## config.mk

```make
export PLATFORM = sky130hd
export DESIGN_NAME = ext_irq_detect
export DESIGN_NICKNAME = d
export VERILOG_FILES = /design/src/rtl/ext_irq_pkg.sv /design/src/rtl/ext_irq_sync.sv /design/src/rtl/ext_irq_edge.sv /design/src/rtl/ext_irq_flag.sv /design/src/rtl/ext_irq_detect.sv
export SDC_FILE = /design/constraint.sdc
export NUM_CORES = 1
export LEC_CHECK = 0
export ABC_AREA = 1
export CAP_MARGIN = 20
export CORE_AREA = 4 4 41 43
export DETAILED_ROUTE_END_ITERATION = 8
export DIE_AREA = 0 0 45 47
export DONT_BUFFER_PORTS = 1
export SLEW_MARGIN = 20
export SYNTH_ARGS = -nofsm -noshare
export SYNTH_HDL_FRONTEND = slang
export SYNTH_SLANG_ARGS = --single-unit
```

## constraint.sdc

```tcl
create_clock -name clk -period 1.37 [get_ports clk]
set_input_delay 0.274 -clock clk [delete_from_list [all_inputs] [get_ports clk]]
set_output_delay 0.274 -clock clk [all_outputs]
set_load 0.05 [all_outputs]
```

## src/rtl/ext_irq_pkg.sv

```systemverilog
package ext_irq_pkg;

  localparam int SENSE_W = 2;

  // Encoding is visible at the sense_mode_i port.
  typedef enum logic [SENSE_W-1:0] {
    SENSE_LOW  = 2'b00,
    SENSE_ANY  = 2'b01,
    SENSE_FALL = 2'b10,
    SENSE_RISE = 2'b11
  } sense_mode_e;

  typedef struct packed {
    logic rise;
    logic fall;
  } edge_evt_t;

endpackage

```

## src/rtl/ext_irq_sync.sv

```systemverilog
module ext_irq_sync #(
  parameter int   STAGES      = 2,
  parameter logic RESET_LEVEL = 1'b1
) (
  input  logic clk,
  input  logic rst_n,
  input  logic pin_i,
  output logic level_o
);

  localparam int LAST = STAGES - 1;

  logic stage_q [STAGES];

  generate
    for (genvar i = 0; i < STAGES; i++) begin : g_stage
      if (i == 0) begin : g_first
        always_ff @(posedge clk or negedge rst_n) begin
          if (!rst_n) stage_q[i] <= RESET_LEVEL;
          else        stage_q[i] <= pin_i;
        end
      end else begin : g_next
        always_ff @(posedge clk or negedge rst_n) begin
          if (!rst_n) stage_q[i] <= RESET_LEVEL;
          else        stage_q[i] <= stage_q[i-1];
        end
      end
    end
  endgenerate

  assign level_o = stage_q[LAST];

endmodule

```

## src/rtl/ext_irq_edge.sv

```systemverilog
module ext_irq_edge
  import ext_irq_pkg::*;
#(
  parameter logic RESET_LEVEL = 1'b1
) (
  input  logic      clk,
  input  logic      rst_n,
  input  logic      level_i,
  output edge_evt_t evt_o
);

  logic prev_q;

  always_ff @(posedge clk or negedge rst_n) begin
    if (!rst_n) prev_q <= RESET_LEVEL;
    else        prev_q <= level_i;
  end

  always_comb begin
    evt_o.rise = level_i & ~prev_q;
    evt_o.fall = ~level_i & prev_q;
  end

endmodule

```

## src/rtl/ext_irq_flag.sv

```systemverilog
module ext_irq_flag (
  input  logic clk,
  input  logic rst_n,
  input  logic set_i,
  input  logic clr_i,
  input  logic hold_clr_i,
  output logic flag_o
);

  logic flag_q;

  // Priority: mode hold-clear, then set, then strobe clear.
  always_ff @(posedge clk or negedge rst_n) begin
    if (!rst_n)          flag_q <= 1'b0;
    else if (hold_clr_i) flag_q <= 1'b0;
    else if (set_i)      flag_q <= 1'b1;
    else if (clr_i)      flag_q <= 1'b0;
  end

  assign flag_o = flag_q;


  set_wins_chk: assert property (@(posedge clk) disable iff (!rst_n)
    (set_i && !hold_clr_i) |=> flag_o);


  strobe_clear_chk: assert property (@(posedge clk) disable iff (!rst_n)
    (clr_i && !set_i) |=> !flag_o);


  low_mode_empty_chk: assert property (@(posedge clk) disable iff (!rst_n)
    hold_clr_i |=> !flag_o);

endmodule

```

## src/rtl/ext_irq_detect.sv

```systemverilog
module ext_irq_detect
  import ext_irq_pkg::*;
#(
  parameter int   SYNC_STAGES = 2,
  parameter logic RESET_LEVEL = 1'b1
) (
  input  logic       clk,
  input  logic       rst_n,
  input  logic       pin_i,
  input  logic [1:0] sense_mode_i,
  input  logic       irq_en_i,
  input  logic       flag_clr_i,
  input  logic       irq_ack_i,
  output logic       irq_req_o,
  output logic       flag_o
);

  sense_mode_e mode;
  logic        level;
  edge_evt_t   evt;
  logic        evt_hit;
  logic        low_mode;

  assign mode     = sense_mode_e'(sense_mode_i);
  assign low_mode = (mode == SENSE_LOW);

  ext_irq_sync #(
    .STAGES      (SYNC_STAGES),
    .RESET_LEVEL (RESET_LEVEL)
  ) u_sync (
    .clk     (clk),
    .rst_n   (rst_n),
    .pin_i   (pin_i),
    .level_o (level)
  );

  ext_irq_edge #(
    .RESET_LEVEL (RESET_LEVEL)
  ) u_edge (
    .clk     (clk),
    .rst_n   (rst_n),
    .level_i (level),
    .evt_o   (evt)
  );

  always_comb begin
    unique case (mode)
      SENSE_ANY:  evt_hit = evt.rise | evt.fall;
      SENSE_FALL: evt_hit = evt.fall;
      SENSE_RISE: evt_hit = evt.rise;
      default:    evt_hit = 1'b0;
    endcase
  end

  ext_irq_flag u_flag (
    .clk        (clk),
    .rst_n      (rst_n),
    .set_i      (evt_hit),
    .clr_i      (flag_clr_i | irq_ack_i),
    .hold_clr_i (low_mode),
    .flag_o     (flag_o)
  );

  always_comb begin
    if (low_mode) irq_req_o = irq_en_i & ~level;
    else          irq_req_o = irq_en_i & flag_o;
  end


  flag_source_chk: assert property (@(posedge clk) disable iff (!rst_n)
    $rose(flag_o) |-> $past(sense_mode_i != 2'b00));


  enable_gate_chk: assert property (@(posedge clk) disable iff (!rst_n)
    !irq_en_i |-> !irq_req_o);

endmodule

```

======== Word-level counts from Yosys, hierarchy flattened ========
Index checks and enable logic that the tools add are counted.
W data, S select, Z words.
storage, ports and cells
  logic and storage cells ................. 22
  register bits ........................... 4
cells by class
  bitwise operators ....................... 8
  muxes and demuxes ....................... 5
  eq/ne operators ......................... 3
  reductions and logical operators ........ 2
operators by type and width
  operator              number
  $and A1 B1 Y1         4
  $eq A2 B2 Y1 const B  2
  $mux W1               4
  $pmux W1 S3           1
  $reduce_bool A3 Y1    1
  $eq A2 B1 Y1 const B  1
  $logic_not A2 Y1      1
  $not A1 Y1            2
  $or A1 B1 Y1          2

======== Depth between registers and ports, before layout ========
  word-level depth ........................ 6
  mapped depth ............................ 7
  depth with buffers taken out ............ 7

======== By module ========
Synthesis repeated with hierarchy kept, for this count alone.
unflattened totals
  cells, all modules ...................... 24
  area, all modules ....................... 196.4 µm²
by module, submodules not included
  module          times used  seq. area each (µm²)  area each (µm²)  cells each
  ext_irq_detect  1           0.0                   57.6             12
  ext_irq_sync    1           52.6                  52.6             2
  ext_irq_flag    1           25.0                  45.0             5
  ext_irq_edge    1           26.3                  41.3             5

======== Least setup slack after synthesis ========
OpenSTA, ideal clock, no wires.
  path kind ............................... register to output
  from .................................... register u_flag.flag_q (netlist: u_flag.flag_o)
  to ...................................... output port irq_req_o
  required time ........................... 1.096 ns
  path buffers ............................ 0
  stages on the path, launching flop included .. 3
  arrival ................................. 1.393 ns
  path slack .............................. -0.297 ns
  cell sequence ........................... dfrtp_1 nor2_1 nor2_1
between the ends
  longest elaborated chain between the ends .. 2
ends and longest elaborated chain
  item                    RTL line              source
  from (decl)             ext_irq_flag.sv:10    logic flag_q;
  from (signal assigned)  ext_irq_flag.sv:14    if (!rst_n) flag_q <= 1'b0;
  from (signal assigned)  ext_irq_flag.sv:15    else if (hold_clr_i) flag_q <= 1'b0;
  from (signal assigned)  ext_irq_flag.sv:16    else if (set_i) flag_q <= 1'b1;
  $and A1 B1 Y1           ext_irq_detect.sv:66  else irq_req_o = irq_en_i & flag_o;
  $mux W1                 ext_irq_detect.sv:65  if (low_mode) irq_req_o = irq_en_i & ~level;
  to (decl)               ext_irq_detect.sv:14  output logic irq_req_o,
No other way between the ends.

======== Worst setup path in the final report ========
  from .................................... register u_sync.stage_q, in the netlist u_sync.level_o
  to ...................................... output port irq_req_o
between the ends
  longest elaborated chain between the ends .. 3
ends and longest elaborated chain
  item                               RTL line              source
  from (decl)                        ext_irq_sync.sv:13    logic stage_q [STAGES];
  from (signal, indexed assignment)  ext_irq_sync.sv:25    else stage_q[i] <= stage_q[i-1];
  $not A1 Y1                         ext_irq_detect.sv:65
  $and A1 B1 Y1                      ext_irq_detect.sv:65
  $mux W1                            ext_irq_detect.sv:65
No other way between the ends.

==> flow_results.org <==
** STA
- Worst hold slack across all endpoints :: about 0.043 ns
- Number of setup violations in the final report :: 0
- In this run the tightest slew margin relative to its limit is between 80% and 90%.
- For this run, the top clock speed supported by timing is about 740 MHz.
- The number of hold violations in the final report was 0.
- RSZ-0062 raised after global routing :: yes
- In the finished design, the share of the clock period the worst path needs comes to a little under 100%.
- Final worst path period need :: around 1.3 ns
- Pin slew with the least headroom to its limit :: around 0.24 ns
- In the post-route analysis, the smallest setup slack over all paths is 0.0248 ns.
- The total count of max-transition violations in the final report is 0.
- Worst clock skew on the final layout :: 0.00749 ns

** Clock network
- The clock net in this run drives a total of 4 sinks.
- TritonCTS buffer count :: 3
- Clock Root Buffer :: sky130_fd_sc_hd__clkbuf_4
- After clock tree synthesis, the clock-pin slew on the worst setup and hold paths is about 0.030 ns.
- Skew-Pair Late Insertion Delay :: 0.24 ns
- TritonCTS built the clock tree.
- Number of H-tree branching levels :: 1
- The clock passes through at most 2 buffers.

** Placed design
- Detailed placement finished with a half-perimeter wire length of around 320 µm.
- Number of buffers added on ports :: 0
- Worst slack at placement :: 0.160 ns
- Final estimated routing congestion in global placement :: 0.620

** Final layout
- Fraction of final layout cells with drive strength greater than 1 :: a little over a third
- Fill cells in the final layout number 152.
- Final net count :: between 40 and 50
- Antenna diode count :: 0
- The area growth from synthesis to layout is 49.1%.

** Floorplanning
- Die width :: around 45 µm
- Measured along the y axis, the die boundary spans ~47 µm.
- The initial utilization of the core area, before any placement, comes to 16.1%.
- The die covers around 2100 µm².
- Number of ports placed on the die boundary :: 10
- Placement row count :: 13
- The core region is 1300 µm².

** Synthesis
- Summing every instance area after synthesis gives about 210 µm².
- The synthesized netlist devotes 0% of its cell area to compound gates.
- After Yosys synthesis, XOR and XNOR cells account for 0% of the synthesized area.
- Post-Synth Adder-Cell Area :: 12.0%
- Cell type with the highest aggregate area in the netlist :: sky130_fd_sc_hd__dfstp_2
- During synthesis, Yosys emitted a total of 0 warnings.
- In this run, synthesis produced a sequential element count of 4.
- Of the total synthesized cell area, the portion taken by AND, OR, NAND and NOR gates is between 20% and 30%.
- Seq/Total Area, Yosys :: 49.7%
- Mux cell area share after synthesis :: 0%
- Total nets after synthesis :: 36
- Largest family of logic cells by synthesized area :: simple AND/OR/NAND/NOR gates
- Count of unique library cells instantiated by Yosys :: 8
- Each instance of the synthesized netlist takes up on average 8.04 µm².
- By area the synthesized netlist is led by sky130_fd_sc_hd__dfstp_2 38%, sky130_fd_sc_hd__dfrtp_1 12%, sky130_fd_sc_hd__ha_1 12%.
- Synthesized instance count :: 26
- After synthesis, the largest area contributor takes up ~38% of total cell area.

** Global routing
- Total global-route track usage :: 4.77%
- GRT overflow :: 0
- Initial antenna violation count :: 0
- Via count of the first global-routing pass :: approximately 180
- Entering global routing, the biggest net connects 5 pins.
- The first global-routing pass estimated approximately 640 µm of wire.

** Route
- Iteration count of the initial detailed-routing pass :: 2
- After detailed routing, the number of remaining DRC violations is 0.
- In this run, the number of DRC markers left after iteration 0 of detailed routing was 2.
- In the routed layout, each cell is associated on average with a via count of between 3 and 4.
- The routed layout has between 150 and 200 vias.
- Overall routed net length :: 369 µm
- Post-route antenna net violation count :: 0
- In the final routed layout, each cell accounts on average for 7.53 µm.

** Run status
- Run status :: completed

** Min path
- Worst min path class :: in -> reg

** Critical path
- Category of the most critical setup path :: reg -> out
- STA puts the critical path data arrival time at 1.07 ns.
- Maximum net fanout on the critical path :: 2
- The worst setup path is launched from a flop.
- For the worst setup path, the data required time is 1.10 ns.
- Crit end category :: output pin

** Power
- The worst-case IR drop observed on VDD is about 0.00045 V.
- In this run the static leakage power is 0.157 nW.
- For this design the ratio of total power to cell area is between 1000 and 1500 nW/µm².

** Run
- Reported max-cap violation count :: 0
-- metrics by stage --
stage | std cells | utilization (%) | area (µm²) | total power, mW | setup TNS, ns
finish | 49 | 23.9 | 312 | 0.365 | 0
global route | 49 | 23.9 | 312 | 0.402 | -0.0759
CTS | 49 | 23.9 | 312 | 0.377 | -0.00607
detailed placement | 43 | 20.2 | 263 | 0.203 | 0
global placement | 43 | 20.2 | 263 | 0.203 | 0
floorplan | 26 | - | 216 | 0.181 | 0
-- final cells by class --
type	instances	area, µm²	area share [%]
Sequential cell	4	104	33.3
Multi-Input combinational cell	16	95.1	30.5
Timing Repair Buffer	4	45.0	14.5
Clock buffer	4	26.3	8.43
Inverter	6	22.5	7.23
Tap cell	15	18.8	6.02
-- power breakdown --
part	leakage (nW)	internal, mW	switching [mW]	total [mW]
sequential	0.0439	0.130	0.00360	0.134
clock	0.0150	0.109	0.0479	0.157
combinational	0.0983	0.0301	0.0441	0.0741
-- worst max-delay path, stage by stage (launching register included) --
cell	delay, ns
sky130_fd_sc_hd__dfstp_2	0.52
sky130_fd_sc_hd__nand2_2	0.05
sky130_fd_sc_hd__nand2_2	0.08
sky130_fd_sc_hd__nor2_4	0.04
sky130_fd_sc_hd__buf_12	0.14
-- cell families after synthesis --
kind of cell             after synthesis
flip-flops                             4
AND/OR/NAND/NOR                       14
buffers and inverters                  6
adder cells (fa/ha/maj)                2
-- sequential cells by signal, summed over array words and instances, names as in the netlist --
register	flops
u_edge.prev_q	1
u_flag.flag_o	1
u_sync.stage_q	1
u_sync.level_o	1
-- worst paths after layout --
path / depth (start not counted) / from / to / slack (ns)
max: 4 / u_sync.level_o / irq_req_o / 0.02
min: 0 / pin_i / u_sync.stage_q[1] / 0.04
max reg2reg: 8 / u_sync.level_o / u_flag.flag_o / 0.10
min reg2reg: 0 / u_sync.stage_q[1] / u_sync.level_o / 0.35
max in group asynchronous: 1 / rst_n / u_sync.level_o / 0.82
min in group asynchronous: 1 / rst_n / u_flag.flag_o / 0.30
-- synthesized netlist by cell type, drive strengths merged --
cell and n:
dfrtp 1, ha 2, inv 6, nand3 2
nand2 6, nor2 5, or2 1, dfstp 3
-- placed cells by master (no fill, tap or decap) --
cell / Yosys / routed
sky130_fd_sc_hd__nand2_1: 6 / 4
sky130_fd_sc_hd__nand2_2: 0 / 2
sky130_fd_sc_hd__ha_1: 2 / 2
sky130_fd_sc_hd__inv_1: 6 / 6
sky130_fd_sc_hd__dlygate4sd3_1: 0 / 1
sky130_fd_sc_hd__nor2_1: 5 / 4
sky130_fd_sc_hd__clkbuf_1: 0 / 1
sky130_fd_sc_hd__clkbuf_4: 0 / 3
sky130_fd_sc_hd__dfstp_2: 3 / 3
sky130_fd_sc_hd__dfrtp_1: 1 / 1
sky130_fd_sc_hd__buf_12: 0 / 1
sky130_fd_sc_hd__nor2_4: 0 / 1
sky130_fd_sc_hd__nand3_1: 2 / 2
sky130_fd_sc_hd__buf_4: 0 / 2
sky130_fd_sc_hd__or2_0: 1 / 1
-- what timing repair did --
item | 4_1_cts | 5_1_grt
pin swaps | 1 | 1
hold buffers | 1 | 0
endpoints found under the setup margin | 1 | 2
hold endpoints to repair | 4 | 0
buffers inserted | 1 | 0
gates resized for setup | 2 | 0
-- per-layer routing --
layer	vias to the layer above	global-route usage, %	share of wire, %
met4	0	3.51	0
met3	0	5.36	19
met1	71	4.16	41
met5	-	0	0
met2	9	6.21	40
li1	92	-	-
(Power assumes the default switching activity.)
